File: src/rtl/rx_id_screen_pkg.sv
package rx_id_screen_pkg;
    localparam int unsigned SCR_NF = 4;
    localparam int unsigned SCR_IW = 32;
    localparam int unsigned SCR_AW = 8;
    localparam int unsigned SCR_XW = (SCR_NF > 1) ? $clog2(SCR_NF) : 1;

    typedef logic [SCR_IW-1:0] word_t;
    typedef logic [SCR_NF-1:0] fvec_t;
    typedef logic [SCR_XW-1:0] fidx_t;
    typedef logic [SCR_AW-1:0] addr_t;

    typedef struct packed {
        fvec_t                 en;
        word_t [SCR_NF-1:0]    mask;
        word_t [SCR_NF-1:0]    idv;
    } bank_t;

    typedef struct packed {
        logic  accept;
        logic  hit;
        fidx_t idx;
    } verdict_t;
endpackage

File: src/rtl/screen_bank.sv
module screen_bank
    import rx_id_screen_pkg::*;
#(
    parameter int unsigned BASE_OFF = 32'h60
) (
    input  logic               clk,
    input  logic               rst_n,
    input  logic               wr,
    input  addr_t              addr,
    input  word_t              wdata,
    output word_t              rdata,
    output fvec_t              en,
    output word_t [SCR_NF-1:0] mask,
    output word_t [SCR_NF-1:0] idv
);
    function automatic addr_t mask_off(input int unsigned i);
        return addr_t'(BASE_OFF + 4 + 8 * i);
    endfunction

    function automatic addr_t id_off(input int unsigned i);
        return addr_t'(BASE_OFF + 8 + 8 * i);
    endfunction

    localparam addr_t EN_OFF = addr_t'(BASE_OFF);

    bank_t bank_d, bank_q;

    always_comb begin
        bank_d = bank_q;
        rdata  = '0;
        if (wr) begin
            if (addr == EN_OFF) begin
                bank_d.en = wdata[SCR_NF-1:0];
            end
            for (int unsigned i = 0; i < SCR_NF; i++) begin
                if (!bank_q.en[i] && addr == mask_off(i)) begin
                    bank_d.mask[i] = wdata;
                end
                if (!bank_q.en[i] && addr == id_off(i)) begin
                    bank_d.idv[i] = wdata;
                end
            end
        end
        if (addr == EN_OFF) begin
            rdata = word_t'(bank_q.en);
        end
        for (int unsigned i = 0; i < SCR_NF; i++) begin
            if (addr == mask_off(i)) rdata = bank_q.mask[i];
            if (addr == id_off(i))   rdata = bank_q.idv[i];
        end
    end

    always_ff @(posedge clk) begin
        if (!rst_n) bank_q <= '0;
        else        bank_q <= bank_d;
    end

    assign en   = bank_q.en;
    assign mask = bank_q.mask;
    assign idv  = bank_q.idv;

    for (genvar g = 0; g < SCR_NF; g++) begin : g_lock_chk
        // an enabled slot keeps its pair across a write
        a_r8_mask_locked: assert property (@(posedge clk) disable iff (!rst_n)
            (wr && addr == mask_off(g) && bank_q.en[g]) |=> $stable(bank_q.mask[g]));
        a_r8_id_locked: assert property (@(posedge clk) disable iff (!rst_n)
            (wr && addr == id_off(g) && bank_q.en[g]) |=> $stable(bank_q.idv[g]));
    end
endmodule

File: src/rtl/screen_compare.sv
module screen_compare
    import rx_id_screen_pkg::*;
(
    input  word_t              word,
    input  fvec_t              en,
    input  word_t [SCR_NF-1:0] mask,
    input  word_t [SCR_NF-1:0] idv,
    output fvec_t              hits
);
    for (genvar g = 0; g < SCR_NF; g++) begin : g_slot
        assign hits[g] = en[g] && (((word ^ idv[g]) & mask[g]) == '0);
    end
endmodule

File: src/rtl/screen_pick.sv
module screen_pick
    import rx_id_screen_pkg::*;
(
    input  logic  clk,
    input  logic  rst_n,
    input  logic  valid,
    input  fvec_t en,
    input  fvec_t hits,
    output logic  accept,
    output logic  hit,
    output fidx_t idx
);
    verdict_t vrd_d, vrd_q;

    always_comb begin
        vrd_d        = '0;
        vrd_d.hit    = valid && (hits != '0);
        vrd_d.accept = valid && ((en == '0) || (hits != '0));
        if (vrd_d.hit) begin
            for (int i = SCR_NF - 1; i >= 0; i--) begin
                if (hits[i]) vrd_d.idx = fidx_t'(i);
            end
        end
    end

    always_ff @(posedge clk) begin
        if (!rst_n) vrd_q <= '0;
        else        vrd_q <= vrd_d;
    end

    assign accept = vrd_q.accept;
    assign hit    = vrd_q.hit;
    assign idx    = vrd_q.idx;

    a_r10_no_idle_pulse: assert property (@(posedge clk) disable iff (!rst_n)
        !$past(valid) |-> !accept);
    a_r6_pass_all: assert property (@(posedge clk) disable iff (!rst_n)
        (valid && en == '0) |=> (accept && !hit));
    a_r7_drop: assert property (@(posedge clk) disable iff (!rst_n)
        (valid && en != '0 && hits == '0) |=> (!accept && !hit));
endmodule

File: src/rtl/rx_id_screen.sv
module rx_id_screen
    import rx_id_screen_pkg::*;
#(
    parameter int unsigned BASE_OFF = 32'h60
) (
    input  logic                clk,
    input  logic                rst_n,
    input  logic                cfg_wr,
    input  logic [SCR_AW-1:0]   cfg_addr,
    input  logic [SCR_IW-1:0]   cfg_wdata,
    output logic [SCR_IW-1:0]   cfg_rdata,
    input  logic                rx_valid,
    input  logic [SCR_IW-1:0]   rx_word,
    output logic                rx_accept,
    output logic                rx_hit,
    output logic [SCR_XW-1:0]   rx_hit_idx
);
    fvec_t              en;
    word_t [SCR_NF-1:0] mask;
    word_t [SCR_NF-1:0] idv;
    fvec_t              hits;

    screen_bank #(.BASE_OFF(BASE_OFF)) u_bank (
        .clk   (clk),
        .rst_n (rst_n),
        .wr    (cfg_wr),
        .addr  (cfg_addr),
        .wdata (cfg_wdata),
        .rdata (cfg_rdata),
        .en    (en),
        .mask  (mask),
        .idv   (idv)
    );

    screen_compare u_cmp (
        .word (rx_word),
        .en   (en),
        .mask (mask),
        .idv  (idv),
        .hits (hits)
    );

    screen_pick u_pick (
        .clk    (clk),
        .rst_n  (rst_n),
        .valid  (rx_valid),
        .en     (en),
        .hits   (hits),
        .accept (rx_accept),
        .hit    (rx_hit),
        .idx    (rx_hit_idx)
    );

    // the reported slot matched and no lower slot did
    a_r9_lowest_slot: assert property (@(posedge clk) disable iff (!rst_n)
        rx_hit |-> (((($past(hits) >> rx_hit_idx) & fvec_t'(1)) != '0) &&
                    (($past(hits) & ((fvec_t'(1) << rx_hit_idx) - fvec_t'(1))) == '0)));
    // an enabled match always produces an accepted, matched verdict
    a_r5_match_accepts: assert property (@(posedge clk) disable iff (!rst_n)
        (rx_valid && hits != '0) |=> (rx_accept && rx_hit));
endmodule

File: config.mk
export PLATFORM = sky130hd
export DESIGN_NAME = rx_id_screen
export DESIGN_NICKNAME = d
export VERILOG_FILES = /design/src/rtl/rx_id_screen_pkg.sv /design/src/rtl/screen_bank.sv /design/src/rtl/screen_compare.sv /design/src/rtl/screen_pick.sv /design/src/rtl/rx_id_screen.sv
export SDC_FILE = /design/constraint.sdc
export NUM_CORES = 1
export LEC_CHECK = 0
export BUFFER_PORTS_ARGS = -buffer_cell sky130_fd_sc_hd__buf_4
export CAP_MARGIN = 10
export CORE_UTILIZATION = 45
export DETAILED_ROUTE_END_ITERATION = 7
export GPL_ROUTABILITY_DRIVEN = 0
export PLACE_DENSITY = 0.68
export SLEW_MARGIN = 15
export SYNTH_ARGS = -nofsm -noshare
export SYNTH_HDL_FRONTEND = slang
export SYNTH_HIERARCHICAL = 1
export SYNTH_SLANG_ARGS = --single-unit
File: constraint.sdc
create_clock -name clk -period 2.6 [get_ports clk]
set_input_delay 0.39 -clock clk [delete_from_list [all_inputs] [get_ports clk]]
set_output_delay 0.39 -clock clk [all_outputs]
set_load 0.02 [all_outputs]
## After elaboration in Yosys (flattened, before gate mapping)

Cells that the tools add are included.

- Flip-flop bits (word level): 264
- Bits of input ports: 76
- Output and inout port bits: 36
- Logic and storage cells: 80

- Equal/unequal tests: 9
- Multiplexer cells: 12
- Bitwise logic cells: 10
- Reduce and logical (&&, ||, !) cells: 36

Operators by type and width:

| kind | count |
|---|---|
| 32-bit 2-to-1 mux | 8 |
| 32-bit AND | 4 |
| 32-bit zero test | 4 |
| 32-bit bitwise XOR | 4 |
| 8-bit by 7-bit equality test with 1-bit output, second input constant | 8 |
| 2-bit AND reduction | 9 |
| 1-bit logical AND | 14 |
| 8-bit equality test, second input constant | 1 |
| 1-bit zero test | 4 |
| 4-bit zero test | 1 |
| 2-bit 2-to-1 mux | 2 |
| 4-bit 2-to-1 mux | 1 |
| 4-bit nonzero test | 1 |
| 4-bit OR reduction | 1 |
| 3-bit OR reduction | 1 |
| 1-bit inverter | 2 |
| 1-bit logical OR | 1 |
| 1-bit 2-to-1 mux | 1 |

## Logic depth before layout (Yosys ltp)

- Depth after elaboration: 10
- Depth in mapped cells: 8
- Gate-level depth less buffers: 7

## Hierarchy

Netlist, hierarchy kept.

By module, submodules not included:

| module | instances | cells each | area each (um2) |
|---|---|---|---|
| screen_bank | 1 | 1476 | 12167.9 |
| screen_compare | 1 | 209 | 1775.5 |
| screen_pick | 1 | 14 | 141.4 |

## Worst setup path after synthesis

Ideal clock, no wire load.

- Kind: input -> output
- From: input port cfg_addr[3]
- To: output port cfg_rdata[11]
- Arrival: 1858 ps
- Slack: 352 ps
- Stages: 6
- Path buffers: 2
- Path through: buf_2 -> inv_1 -> nor4_4 -> clkbuf_1 -> nand2_1 -> a31oi_1

- Word-level cells in the longest chain between the ends: 9

RTL lines:

| what | line | source |
|---|---|---|
| start: declaration | rx_id_screen.sv:9 | `input logic [SCR_AW-1:0] cfg_addr,` |
| 8-bit by 7-bit equality test with 1-bit output | screen_bank.sv:48 | `if (addr == mask_off(i)) rdata = bank_q.mask[i];` |
| 32-bit 2-to-1 mux | screen_bank.sv:48 |  |
| 32-bit 2-to-1 mux | screen_bank.sv:49 | `if (addr == id_off(i)) rdata = bank_q.idv[i];` |
| 32-bit 2-to-1 mux | screen_bank.sv:48 |  |
| 32-bit 2-to-1 mux | screen_bank.sv:49 |  |
| 32-bit 2-to-1 mux | screen_bank.sv:48 |  |
| 32-bit 2-to-1 mux | screen_bank.sv:49 |  |
| 32-bit 2-to-1 mux | screen_bank.sv:48 |  |
| 32-bit 2-to-1 mux (*) | screen_bank.sv:49 |  |
| end: declaration | rx_id_screen.sv:11 | `output logic [SCR_IW-1:0] cfg_rdata,` |

Mark *: on every way between the ends. The rest lies on a longest branch, timed or not.

## Worst setup path in the final report

- From: input port cfg_addr[2]
- To: output port cfg_rdata[11]

Same word-level chain as after synthesis.

==> impl_metrics.csv <==
group,metric,value,unit
yosys,ys_types,53,
worst_setup_path,cp-startpoint,"cfg_addr[2]",
cts,cts_tree,"built",
yosys,yosys-top-cells-area,"dfxtp_1 (38%), nand2_1 (11%), a21boi_1 (10%)",
min_path,min_from,"cfg_wdata[28]",
floorplanning,num_io_pins,112,
yosys,avgSynthCellArea,8.29,um2
yosys,synth_enable_flop_cells,0,
cells_and_area,nFillCells,2860,
route,drc_errors,0,
yosys,ys_seq_elements,264,
yosys,yosys_warnings,6,
route,via_per_inst,6.38,
global_routing,grt_pass1_wl,80.4,mm
sta,maxSlewHeadroom,53.2,%
sta,setup_viol,0,
yosys,yosysMostFrequentCell,"nand2_1",
yosys,synth_largest_area_cell,"dfxtp_1",
sta,min_period_over_period,95.6,%
yosys,async_flop_share,0,%
route,wl_per_cell,25.6,um
global_routing,grt_pass1_vias,12400,
cells_and_area,multiInputGateArea,0.00808,mm2
sta,fin_crit,2.49,ns
cts,clk_pin_slew,0.06,ns
yosys,synth-main-ff-cell,"dfxtp_1",
global_routing,antenna_found_initial,1,
global_routing,grt_max_degree,95,
cts,cts_buffer_depth,3,
yosys,synth.yosys.seq_area_share,37.5,%
floorplanning,rows,64,
sta,final.setup.worst_slack,0.113,ns
worst_setup_path,crit_type,"in -> out",
floorplanning,die_height,179,um
cells_and_area,area_growth,16.1,%
sta,fmax,402,MHz
cts,cts_sinks,264,
cts,htree_num_levels,1,
route,vias,13700,
floorplanning,die_w,179,um
power_and_ir_drop,p_leak,6.26,nW
power_and_ir_drop,total_power,0.00917,W
worst_setup_path,end_kind,"output pin",
route,ant_nets,0,
yosys,synth_top_area_share,37.5,%
cts,numCtsBuffers,30,
cts,cts_resized,0,
yosys,synth_common_cells,"nand2_1 (396), dfxtp_1 (264), a21boi_1 (192)",
sta,rsz0062_at_grt,"false",
route,drt_iter0_drc,1781,
cts,clock_latency,0.57,ns
cts,cts_setup_buffers,0,
placement,dp_slack,0.187,ns
min_path,hp-class,"in -> reg",
floorplanning,start_util,45.9,%
sta,worst_slew_pin_slew,0.702,ns
worst_setup_path,worstPathMaxFanout,40,
route,drtPass1Iterations,5,
worst_setup_path,arrival,2.10,ns
floorplanning,core-area,0.0307,mm2
yosys,syn_inst,1699,
yosys,synth_nets,1775,
sta,clock_skew,0.0213,ns
sta,finalHoldViolations,0,
worst_setup_path,worstPathRequired,2.21,ns
cts,cts-root-buf,"clkbuf_16",
power_and_ir_drop,power_density,561,mW/mm2
outcome,outcome,"completed",
cells_and_area,fin_util,53.3,%
yosys,mappedNetlistArea,0.0141,mm2
worst_setup_path,critPathLaunchType,"primary input",
sta,setup_tns,0,ns
route,drt-total-wl,54.8,mm
cts,cts_hold_buf,0,
run,cap_violations,0,
cells_and_area,n_antenna_cell,0,
placement,hpwl,36.7,mm
placement,portBuffers,111,
cells_and_area,register_area,0.00529,mm2
global_routing,grt_overflow,0,
cells_and_area,final_layout_size_suffix_gt1_share,13.3,%
global_routing,grt_usage,33.8,%
power_and_ir_drop,vdd_drop_max,0.000593,V
worst_setup_path,r2r-start,"u_bank/idv[43]",
cells_and_area,fin_nets,1801,
floorplanning,dieArea,0.0320,mm2
sta,drv_slew,0,
## worst max-delay path: stages
cell,delay (ns)
buf_4,0.16
buf_12,0.26
mux2_1,0.35
a221oi_1,0.24
a211o_1,0.21
a31oi_1,0.13
buf_4,0.17
buf_4,0.15
## cells in the final DEF, fill, tap and decap left out, types with 20 or more instances in the layout
cell / netlist / layout
nand2_1: 396 / 396
dfxtp_1: 264 / 264
a21boi_1: 192 / 192
buf_4: 3 / 144
xor2_1: 128 / 128
nand3_1: 70 / 69
o21ai_1: 62 / 62
nor2b_1: 63 / 62
o22ai_1: 60 / 60
a221oi_1: 44 / 44
mux2i_1: 40 / 40
clkbuf_16: 0 / 31
mux2_1: 31 / 31
a211o_1: 28 / 28
a31oi_1: 28 / 28
a22oi_1: 20 / 20
## registers in the layout, indices dropped and copies added, names as in the netlist
| register | count |
|---|---|
| u_bank/en | 4 |
| u_pick/accept | 1 |
| u_pick/hit | 1 |
| u_pick/idx | 2 |
| u_bank/mask | 128 |
| u_bank/idv | 128 |
## area by class of cell
class                           count  area share (%)
Multi-Input combinational cell   1260            49.4
Inverter                            7           0.161
Timing Repair Buffer              162            8.76
Clock buffer                       52            6.02
Tap cell                          396            3.03
Sequential cell                   264            32.3
Clock inverter                      2           0.253
## layer usage
| layer | GRT usage [%] | vias to the layer above | part of all wire [%] | wire length, um |
|---|---|---|---|---|
| li1 | - | 6018 | - | - |
| met1 | 45.5 | 6582 | 40 | 21900 |
| met2 | 51.9 | 883 | 44 | 23800 |
| met3 | 6.96 | 181 | 12 | 6400 |
| met4 | 14.5 | 2 | 4.8 | 2650 |
| met5 | 0 | - | 0.022 | 12 |
## stage by stage
stage | hold WS (ns) | std cells | cell area, um2
after floorplan | 0.438 | 1699 | 14100
after global placement | 0.456 | 2089 | 15300
after detailed placement | 0.463 | 2089 | 15300
after CTS | 0.113 | 2143 | 16300
after global routing | 0.128 | 2143 | 16300
final | 0.120 | 2143 | 16300
## cell families after synthesis
logic type                Yosys count  synth area share (%)
AOI/OAI and AO/OA                 468                  24.0
xor gates and xnor gates          128                  7.96
buffers and inverters             175                  5.23
DFF                               264                  37.5
muxes                              76                  6.04
and+or+nand+nor                   588                  19.3
## worst paths after layout
| kind | slack, ns | to | depth (start not counted) |
|---|---|---|---|
| max | 0.11 | cfg_rdata[11] | 8 |
| min | 0.12 | u_bank/mask[60] | 3 |
| max reg2reg | 0.42 | u_pick/idx[0] | 7 |
| min reg2reg | 0.47 | u_bank/mask[21] | 2 |
## power breakdown
group | switching, W | internal, W | total, W | leakage, nW
Clock | 0.00173 | 0.00264 | 0.00437 | 0.505
Sequential | 0.00000645 | 0.00405 | 0.00406 | 2.13
Combinational | 0.000472 | 0.000267 | 0.000739 | 3.63
Note: power is estimated with default switching activity, not from simulation.
